==> src/rtl/pwr_pkg.sv <==
// Shared types for the power state controller.
// Assumes the 2-bit state code is visible at the top port as-is.
package pwr_pkg;
    typedef enum logic [1:0] {
        PS_WORK  = 2'd0,
        PS_HALT  = 2'd1,
        PS_STOPG = 2'd2,
        PS_PROBE = 2'd3
    } pstate_t;
endpackage

==> src/rtl/pwr_fsm.sv <==
// Power state sequencer: state, bus-connected flag, probe return slot,
// reconnect request and the one-cycle event pulses.
// Assumes one-cycle pulses on disc_ind/conn_ind/probe_done from the system side.
module pwr_fsm
    import pwr_pkg::*;
(
    input  logic    clk,
    input  logic    rst_n,
    input  logic    core_rst,
    input  logic    stop_req,
    input  logic    halt_req,
    input  logic    bus_busy,
    input  logic    disc_ind,
    input  logic    conn_ind,
    input  logic    probe_done,
    input  logic    wake_any,
    output pstate_t state,
    output logic    bus_conn,
    output logic    recon_req,
    output logic    sg_cycle,
    output logic    resume,
    output logic    reset_start
);
    pstate_t nstate;
    logic    nconn, nrecon, nprev, prev_sg;
    logic    n_sg, n_res, n_rs, leave;

    // Next-state selection; core reset overrides everything.
    always_comb begin
        nstate = state;
        nconn  = bus_conn;
        nrecon = recon_req;
        nprev  = prev_sg;
        n_sg   = 1'b0;
        n_res  = 1'b0;
        n_rs   = 1'b0;
        leave  = (state == PS_HALT) ? wake_any : !stop_req;
        if (core_rst) begin
            nstate = PS_WORK;
            nconn  = 1'b1;
            nrecon = 1'b0;
            n_rs   = 1'b1;
        end else begin
            case (state)
                PS_WORK: begin
                    if (stop_req && !bus_busy) begin
                        nstate = PS_STOPG;
                        n_sg   = 1'b1;
                    end else if (halt_req && !bus_busy) begin
                        nstate = PS_HALT;
                    end
                end
                PS_HALT, PS_STOPG: begin
                    if (recon_req) begin
                        if (conn_ind) begin
                            nconn  = 1'b1;
                            nrecon = 1'b0;
                            nstate = PS_WORK;
                            n_res  = 1'b1;
                        end
                    end else if (leave) begin
                        if (bus_conn) begin
                            nstate = PS_WORK;
                            n_res  = 1'b1;
                        end else begin
                            nrecon = 1'b1;
                        end
                    end else if (!bus_conn && conn_ind) begin
                        nstate = PS_PROBE;
                        nconn  = 1'b1;
                        nprev  = (state == PS_STOPG);
                    end else if (bus_conn && disc_ind) begin
                        nconn = 1'b0;
                    end
                end
                default: begin
                    if (probe_done)
                        nstate = prev_sg ? PS_STOPG : PS_HALT;
                end
            endcase
        end
    end

    // State and pulse registers with synchronous active-low reset.
    always_ff @(posedge clk) begin
        if (!rst_n) begin
            state       <= PS_WORK;
            bus_conn    <= 1'b1;
            recon_req   <= 1'b0;
            prev_sg     <= 1'b0;
            sg_cycle    <= 1'b0;
            resume      <= 1'b0;
            reset_start <= 1'b0;
        end else begin
            state       <= nstate;
            bus_conn    <= nconn;
            recon_req   <= nrecon;
            prev_sg     <= nprev;
            sg_cycle    <= n_sg;
            resume      <= n_res;
            reset_start <= n_rs;
        end
    end

    assert_sg_after_idle_R2: assert property (@(posedge clk) disable iff (!rst_n)
        sg_cycle |-> ($past(state) == PS_WORK && !$past(bus_busy) && state == PS_STOPG));
    assert_core_reset_R11: assert property (@(posedge clk) disable iff (!rst_n)
        core_rst |=> (state == PS_WORK && bus_conn && reset_start && !recon_req));
    assert_resume_connected_R6: assert property (@(posedge clk) disable iff (!rst_n)
        resume |-> (state == PS_WORK && bus_conn));
    assert_recon_disconnected_R6: assert property (@(posedge clk) disable iff (!rst_n)
        recon_req |-> !bus_conn);
    assert_probe_return_R9: assert property (@(posedge clk) disable iff (!rst_n)
        (state == PS_PROBE && probe_done && !core_rst) |=>
            ((state == PS_HALT || state == PS_STOPG) && bus_conn));
    assert_probe_connected_R8: assert property (@(posedge clk) disable iff (!rst_n)
        (state == PS_PROBE) |-> bus_conn);
endmodule

==> src/rtl/pwr_wake_latch.sv <==
// Wake event latch: ORs wake inputs in while the core sleeps or is probed,
// clears after the resume pulse or on core reset.
// Assumes resume is a one-cycle pulse in Working.
module pwr_wake_latch
    import pwr_pkg::*;
#(
    parameter int WAKE_W = 5
) (
    input  logic              clk,
    input  logic              rst_n,
    input  logic              core_rst,
    input  pstate_t           state,
    input  logic              resume,
    input  logic [WAKE_W-1:0] wake_in,
    output logic [WAKE_W-1:0] wake_pend
);
    logic capture;
    assign capture = (state != PS_WORK);

    // Accumulate pending events; clearing has priority over capture.
    always_ff @(posedge clk) begin
        if (!rst_n || core_rst || resume)
            wake_pend <= '0;
        else if (capture)
            wake_pend <= wake_pend | wake_in;
    end

    assert_work_ignores_R5: assert property (@(posedge clk) disable iff (!rst_n)
        (state == PS_WORK && !resume && !core_rst) |=> $stable(wake_pend));
    assert_cleared_after_resume_R10: assert property (@(posedge clk) disable iff (!rst_n)
        resume |=> (wake_pend == '0));
endmodule

==> src/rtl/pwr_lp_out.sv <==
// Low-power output stage: enables low power only while asleep and
// disconnected, and passes the clock-control depth through then.
// Assumes depth field is static while low power is active.
module pwr_lp_out
    import pwr_pkg::*;
#(
    parameter int DEPTH_W = 2
) (
    input  logic               clk,
    input  logic               rst_n,
    input  pstate_t            state,
    input  logic               bus_conn,
    input  logic [DEPTH_W-1:0] clk_depth,
    output logic               lp_en,
    output logic [DEPTH_W-1:0] lp_depth
);
    // Decode the low-power condition from the sequencer state.
    always_comb begin
        lp_en    = (state == PS_HALT || state == PS_STOPG) && !bus_conn;
        lp_depth = lp_en ? clk_depth : '0;
    end

    assert_lp_needs_disconnect_R4: assert property (@(posedge clk) disable iff (!rst_n)
        lp_en |-> !bus_conn);
    assert_no_lp_in_probe_R8: assert property (@(posedge clk) disable iff (!rst_n)
        (state == PS_PROBE || state == PS_WORK) |-> !lp_en);
endmodule

==> src/rtl/pwr_state_ctrl.sv <==
// Top of the processor power state controller: sequencer, wake latch and
// low-power output stage. Assumes all inputs synchronous to clk.
module pwr_state_ctrl
    import pwr_pkg::*;
#(
    parameter int WAKE_W  = 5,
    parameter int DEPTH_W = 2
) (
    input  logic               clk,
    input  logic               rst_n,
    input  logic               core_rst,
    input  logic               stop_req,
    input  logic               halt_req,
    input  logic               bus_busy,
    input  logic               disc_ind,
    input  logic               conn_ind,
    input  logic               probe_done,
    input  logic [WAKE_W-1:0]  wake_in,
    input  logic [DEPTH_W-1:0] clk_depth,
    output logic [1:0]         state,
    output logic               bus_conn,
    output logic               sg_cycle,
    output logic               recon_req,
    output logic               lp_en,
    output logic [DEPTH_W-1:0] lp_depth,
    output logic [WAKE_W-1:0]  wake_pend,
    output logic               resume,
    output logic               reset_start
);
    pstate_t st;
    logic    wake_any;

    assign wake_any = |wake_in;
    assign state    = st;

    pwr_fsm u_fsm (
        .clk(clk), .rst_n(rst_n), .core_rst(core_rst),
        .stop_req(stop_req), .halt_req(halt_req), .bus_busy(bus_busy),
        .disc_ind(disc_ind), .conn_ind(conn_ind), .probe_done(probe_done),
        .wake_any(wake_any), .state(st), .bus_conn(bus_conn),
        .recon_req(recon_req), .sg_cycle(sg_cycle), .resume(resume),
        .reset_start(reset_start)
    );

    pwr_wake_latch #(.WAKE_W(WAKE_W)) u_wake (
        .clk(clk), .rst_n(rst_n), .core_rst(core_rst), .state(st),
        .resume(resume), .wake_in(wake_in), .wake_pend(wake_pend)
    );

    pwr_lp_out #(.DEPTH_W(DEPTH_W)) u_lp (
        .clk(clk), .rst_n(rst_n), .state(st), .bus_conn(bus_conn),
        .clk_depth(clk_depth), .lp_en(lp_en), .lp_depth(lp_depth)
    );
endmodule

==> config.mk <==
export PLATFORM = sky130hd
export DESIGN_NAME = pwr_state_ctrl
export DESIGN_NICKNAME = d
export VERILOG_FILES = /design/src/rtl/pwr_pkg.sv /design/src/rtl/pwr_fsm.sv /design/src/rtl/pwr_wake_latch.sv /design/src/rtl/pwr_lp_out.sv /design/src/rtl/pwr_state_ctrl.sv
export SDC_FILE = /design/constraint.sdc
export NUM_CORES = 1
export LEC_CHECK = 0
export ABC_AREA = 1
export BUFFER_PORTS_ARGS = -buffer_cell sky130_fd_sc_hd__clkbuf_2
export CAP_MARGIN = 20
export CORE_MARGIN = 3
export CORE_UTILIZATION = 43
export CTS_BUF_LIST = sky130_fd_sc_hd__clkbuf_8
export DETAILED_ROUTE_END_ITERATION = 12
export PLACE_DENSITY = 0.84
export REMOVE_ABC_BUFFERS = 1
export SLEW_MARGIN = 20
export SYNTH_ARGS = -nofsm -noshare
export SYNTH_HDL_FRONTEND = slang
export SYNTH_SLANG_ARGS = --single-unit
export TNS_END_PERCENT = 20
==> constraint.sdc <==
create_clock -name clk -period 1.6 [get_ports clk]
set_input_delay 0.08 -clock clk [delete_from_list [all_inputs] [get_ports clk]]
set_output_delay 0.08 -clock clk [all_outputs]
set_load 0.005 [all_outputs]
==> results.toml, run 1 <==
[outcome]
status = "completed"

[synth]
synth_mux_area_share_pct = 0
ys_seq_area_share_pct = 35.3
synth_area_um2 = 737
syn-instance-count = 107
ys_warn_count = 0
syn_area_per_cell_um2 = 6.89
synth_adder_area_share_pct = 6.79
ys_ff_latch = 13
yosys.area_share.xor_xnor_pct = 0
yosys.area_share.simple_pct = 36.5
synth_compound_area_share_pct = 10.7
synth_top_family_by_area = "simple AND/OR/NAND/NOR gates"
yosysUniqueCellTypes = 20

[sta]
clock_skew_ps = 2.47
slew_headroom_pct = 80.2
finalHoldViolations = 0
setup_viol_count_final = 0
fmax_mhz = 666
period_minus_slack_ps = 1500
rsz0062_at_grt = "yes"
fin_ws_ps = 97.7
tightest_slew_ps = 297
period_share_pct = 93.9
drv_slew = 0

[final_layout]
drive_above_1_share_pct = 39.4
post-route-util_pct = 63.0
synthToLayoutAreaGrowth_pct = 33.3
fin_cells = 158
antennaDiodeCount = 0
fill_cells = 145
layout.nets = 163

[floorplanning]
ios = 31
fp.dieW_um = 47.4
core_area_mm2 = 0.00156
die_h_um = 47.4
rows = 14
start_util_pct = 47.3
die-area_mm2 = 0.00225

[drt]
first_iter_violations = 6
ant_nets = 0
routed_wirelength_mm = 1.76
drc_errors = 0
vias = 780
vias_per_cell = 4.94
drt-pass1-iter-count = 4
wl_per_cell_um = 11.1

[critical_path]
crit_start = "u_fsm.state[1]$_SDFFE_PP0P_"
worstSetupEndpointType = "output pin"
start_kind = "flop"
crit_arrival_ps = 1420
timing_worst_setup_path_type = "flop to output pin"
reg2reg_from = "u_fsm.state[1]$_SDFFE_PP0P_"
cp_data_required_time_ps = 1520
crit_path_max_fanout = 5

[clock_network]
insertion_delay_ps = 240
root_buffer = "clkbuf_8"
cts_max_level = 1
cts_tree = "yes"
cts_setup_buffers = 0
cts-buffers-inserted = 3
cts.sinks = 13
clkTransAtPathRegs_ps = 50
clk_path_buf_depth = 2
cts_hold_buf = 0

[placed_design]
place.detailed.hpwl_mm = 1.39
dp_slack_ps = 40.5
numPortBuffers = 30
place_inst = 154
gp_congestion = 0.836

[global_routing]
antenna_found_initial = 0
grt_pass1_wl_mm = 2.75
overflow = 0
grt_max_degree = 8
grtUsageTotal_pct = 17.3
grt_pass1_vias = 724

[hold_path]
hold_class = "input pin to flop"
min_from = "rst_n"

[power]
leakage_uw = 0.000538
p_per_area_mw_per_mm2 = 862
irDropWorstVdd_mv = 0.372

[flow_run]
cap_violations = 0
-- power by group --
group / internal [µW] / switching (µW)
sequential: 339 / 8.68
combinational: 92.5 / 130
clock: 169 / 108
-- cells in the mapped netlist --
master,count,area [µm²]
o21ai_1,1,5.00
ha_1,4,50.1
a21oi_1,8,40.0
or2_1,1,6.26
nand3_2,2,20.0
nor2_2,5,31.3
nor2_1,15,56.3
o21ai_0,2,10.0
dfxtp_1,13,260
inv_1,15,56.3
o2111ai_1,1,8.76
nand4_1,1,6.26
nand4_2,1,12.5
nand2_1,22,82.6
inv_2,6,22.5
nand2_2,1,6.26
nand3_1,5,25.0
a21oi_2,1,8.76
o22ai_1,1,6.26
nor2_4,2,22.5
-- cell families (layout without fill, tap and decap cells) --
logic type,count (synthesis),in the layout
simple gates,55,55
buf+inv,21,56
compound gates,14,14
flops,13,13
fa+ha+maj,4,4
-- registers in the layout, indices dropped and copies added (netlist names) --
signal	count
u_fsm.recon_req	1
u_fsm.reset_start	1
u_wake.wake_pend	5
u_fsm.resume	1
u_fsm.state	2
u_fsm.bus_conn	1
u_fsm.sg_cycle	1
u_fsm.prev_sg	1
-- path summary, 6_finish.rpt --
path	to	slack (ps)	cells past startpoint
max	lp_depth[0]	100	7
min	u_fsm.reset_start$_SDFF_PN0_	100	3
max reg2reg	u_fsm.state[1]$_SDFFE_PP0P_	130	10
min reg2reg	u_fsm.prev_sg$_SDFFE_PN0P_	460	2
-- cell type report --
cell class / count / area (µm²) / share of cell area (%)
clock inverters: 1 / 3.75 / 0.382
multi-input cells: 73 / 419 / 42.7
well taps: 16 / 20.0 / 2.04
flip-flops and latches: 13 / 262 / 26.6
inverters: 21 / 78.8 / 8.03
repair buffers: 31 / 158 / 16.1
clock buffers: 3 / 41.3 / 4.20
-- critical path, cell delays in order, from the launching register on --
cell      delay (ps)
dfxtp_2          350
inv_1            100
ha_4             300
inv_2             60
nor2_4           110
inv_1             60
nor2_1            80
clkbuf_2         120
-- layer usage --
layer | track usage (%) | vias to the layer above | routed length, µm
met5 | 0 | - | 0
met2 | 28.9 | 32 | 846
met1 | 19.7 | 338 | 729
met3 | 3.83 | 7 | 133
met4 | 10.5 | 0 | 46
li1 | - | 403 | -
-- cell usage in the layout, fill, tap and decap left out, types with 2 or more instances in the layout --
cell and n:
clkbuf_2 30, nand2_1 22, inv_1 16, nor2_1 15, dfxtp_1 12, a21oi_1 7, inv_2 6, nor2_2 5
nand3_1 4, nand3_2 3, ha_1 3, clkbuf_8 3, nor2_4 2, o21ai_1 2, a21oi_2 2
-- what timing repair did --
action | 4_1_cts | 5_1_grt
endpoints found under the hold margin | 0 | 0
resized for setup | 0 | 5
setup endpoints to repair | 0 | 4
-- per-stage QoR --
stage,cell area (µm²),hold slack [ps],TNS [ps],power [µW]
finish,982,100,0,847
global route,982,116,-13.3,902
CTS,960,97.8,0,838
detailed placement,915,303,0,557
global placement,915,294,0,550
floorplan,737,173,0,490
(Power assumes the default switching activity.)
==> inputs of run 2 (changes only) <==
- ABC_AREA: 1 -> not set
==> run 2 against run 1 <==
Via count is 1.5% higher. Routed wire length is 22% higher. Register-to-register slack worse by 99 ps. Setup slack worse by 67 ps. Fmax is 4.3% lower. Clock skew is 1.3 ps higher. Synthesized cell count is 21% lower. Non-clock buffer count is 10 higher. Die area is 0.44% lower. Global-route usage is 4.2 points higher. Combinational power is 17% lower.
==> results.toml, run 2 <==
[floorplanning]
fp.dieW_um = 47.3
ios = 31
start_util_pct = 47.0
die_h_um = 47.3
rows = 14
core_area_mm2 = 0.00156
die-area_mm2 = 0.00224

[critical_path]
reg2reg_to = "u_fsm.state[0]$_SDFFE_PP0P_"
reg2reg_from = "u_fsm.state[0]$_SDFFE_PP0P_"
reg2reg_depth = 6
start_kind = "flop"
timing_worst_setup_path_type = "flop to output pin"
crit_path_max_fanout = 8
crit_arrival_ps = 1490
regToRegSetupSlack_ps = 30
worstSetupEndpointType = "output pin"
cp_data_required_time_ps = 1520

[sta]
clock_skew_ps = 3.78
rsz0062_at_grt = "yes"
setup_viol_count_final = 0
finalHoldViolations = 0
period_share_pct = 98.1
period_minus_slack_ps = 1570
setup_tns_ps = 0
fin_hold_ws_ps = 101
slew_headroom_pct = 69.0
drv_slew = 0
fmax_mhz = 637
tightest_slew_ps = 464

[clock_network]
cts_max_level = 1
root_buffer = "clkbuf_8"
cts-buffers-inserted = 3
cts_tree = "yes"
clk_path_buf_depth = 2
cts_hold_buf = 0
cts.sinks = 13
clkTransAtPathRegs_ps = 60
insertion_delay_ps = 240

[global_routing]
grt_max_degree = 12
grt_pass1_wl_mm = 3.42
grt_pass1_vias = 789
grtUsageTotal_pct = 21.5
overflow = 0
antenna_found_initial = 0

[final_layout]
post-route-util_pct = 71.7
layout_common_cells = "clkbuf_2, dfxtp_1, buf_4"
final_common_cell = "clkbuf_2"
largest_register = "u_wake.wake_pend"
synthToLayoutAreaGrowth_pct = 52.6
antennaDiodeCount = 0
largestRegisters = "u_wake.wake_pend (5), u_fsm.state (2)"
layout.nets = 148
largest_register_ffs = 5
fin_area_mm2 = 0.00112
drive_above_1_share_pct = 51.2

[synth]
synth_top_area_cell = "dfxtp_1"
yosys.cell_count.top_type = "dfxtp_1"
synth-edff-count = 0
ys_ff_latch = 13
netlist.area_leader.share_pct = 35.5
yosysUniqueCellTypes = 34
async_reset_ff_share_pct = 0
ys_seq_area_share_pct = 35.5
synth_common_cells = "dfxtp_1, a21oi_1, inv_1, nand2_1, nor2_1"
syn-instance-count = 84
synth_area_um2 = 733
syn_area_per_cell_um2 = 8.73
ys_warn_count = 0
synth_area_leaders = "dfxtp_1, ha_1, a21oi_1"
yosys_most_used_dff = "dfxtp_1"

[drt]
wl_per_cell_um = 15.0
vias = 792
first_iter_violations = 13
routed_wirelength_mm = 2.15
drt-pass1-iter-count = 4
ant_nets = 0
vias_per_cell = 5.54
drc_errors = 0

[hold_path]
holdPathStages = 2
whs_endpoint = "u_fsm.reset_start$_SDFF_PN0_"
min_from = "core_rst"
hold_class = "input pin to flop"

[placed_design]
numPortBuffers = 30
placed_area_um2 = 962
place.detailed.hpwl_mm = 1.37
gp_congestion = 0.787

[power]
irDropWorstVdd_mv = 0.553
total_power_uw = 806
leakage_uw = 0.000505
p_per_area_mw_per_mm2 = 721

[outcome]
status = "completed"

[flow_run]
cap_violations = 0
run 2: cell types whose count changed after synthesis, moves of 3 or more:
cell	previous run	this run
mux2i_1	0	3
and2_1	0	3
nor2_2	5	0
inv_2	6	1
nor2_1	15	6
nand2_1	22	7
nor2b_1	0	3
inv_1	15	7
nand3_1	5	2
run 2: stage by stage:
step                worst slack (ps)  cells
floorplan                      -92.0     82
global placement               -40.6    137
detailed placement              -104    137
CTS                            -4.22    142
global route                   -39.3    143
finish                          30.8    143
run 2: routing by layer:
metal / wire length [µm] / up-vias / track usage, %
met5: 0 / - / 0
met4: 19 / 0 / 8.29
met3: 74 / 2 / 2.30
met2: 1080 / 23 / 34.8
met1: 973 / 380 / 28.9
li1: - / 387 / -
run 2: kinds of logic (layout without fill, tap and decap cells):
| kind of cell | count (synthesis) | count (layout) | synth area share [%] |
|---|---|---|---|
| buffers and inverters | 10 | 53 | 5.29 |
| flip-flops | 13 | 13 | 35.5 |
| AND/OR/NAND/NOR | 33 | 33 | 27.8 |
| adder cells (fa/ha/maj) | 4 | 4 | 6.83 |
| multiplexers | 3 | 3 | 4.10 |
| AO/OA/AOI/OAI | 21 | 21 | 20.5 |
run 2: worst max path at each step:
| stage | start | endpoint | slack [ps] | depth (start not counted) |
|---|---|---|---|---|
| floorplan | u_fsm.state[1]$_SDFFE_PP0P_ | u_fsm.state[0]$_SDFFE_PP0P_ | -90 | 6 |
| global placement | u_fsm.state[1]$_SDFFE_PP0P_ | u_fsm.state[1]$_SDFFE_PP0P_ | -40 | 6 |
| detailed placement | u_fsm.state[0]$_SDFFE_PP0P_ | u_fsm.state[0]$_SDFFE_PP0P_ | -100 | 6 |
| CTS | u_fsm.state[1]$_SDFFE_PP0P_ | u_fsm.state[0]$_SDFFE_PP0P_ | -4 | 6 |
| global route | u_fsm.state[1]$_SDFFE_PP0P_ | u_fsm.recon_req$_SDFFE_PP0N_ | -40 | 7 |
| finish | u_fsm.state[1]$_SDFFE_PP0P_ | lp_depth[1] | 30 | 6 |
run 2: critical path, cell delays in order (launching register included):
cell and delay [ps]:
dfxtp_2 350, inv_4 50, ha_4 270, and2b_1 180, buf_4 140, and2_1 150
clkbuf_2 100
run 2: what timing repair did:
action	4_1_cts	5_1_grt
pin swaps	3	3
buffers inserted	2	1
endpoints found under the setup margin	7	6
resized for setup	10	10
run 2: layout make-up:
cell class / instances / area, µm²
multi-input cells: 61 / 519
fillers: 116 / 440
flip-flops and latches: 13 / 265
repair buffers: 41 / 236
clock buffers: 3 / 41.3
inverters: 8 / 32.5
well taps: 16 / 20.0
clock inverters: 1 / 3.75
run 2: where the power goes:
part | internal (µW) | leakage [µW] | total (µW) | switching, µW
logic | 94.9 | 0.000371 | 185 | 89.7
registers | 332 | 0.000107 | 339 | 6.48
clock network | 169 | 0.0000269 | 283 | 114
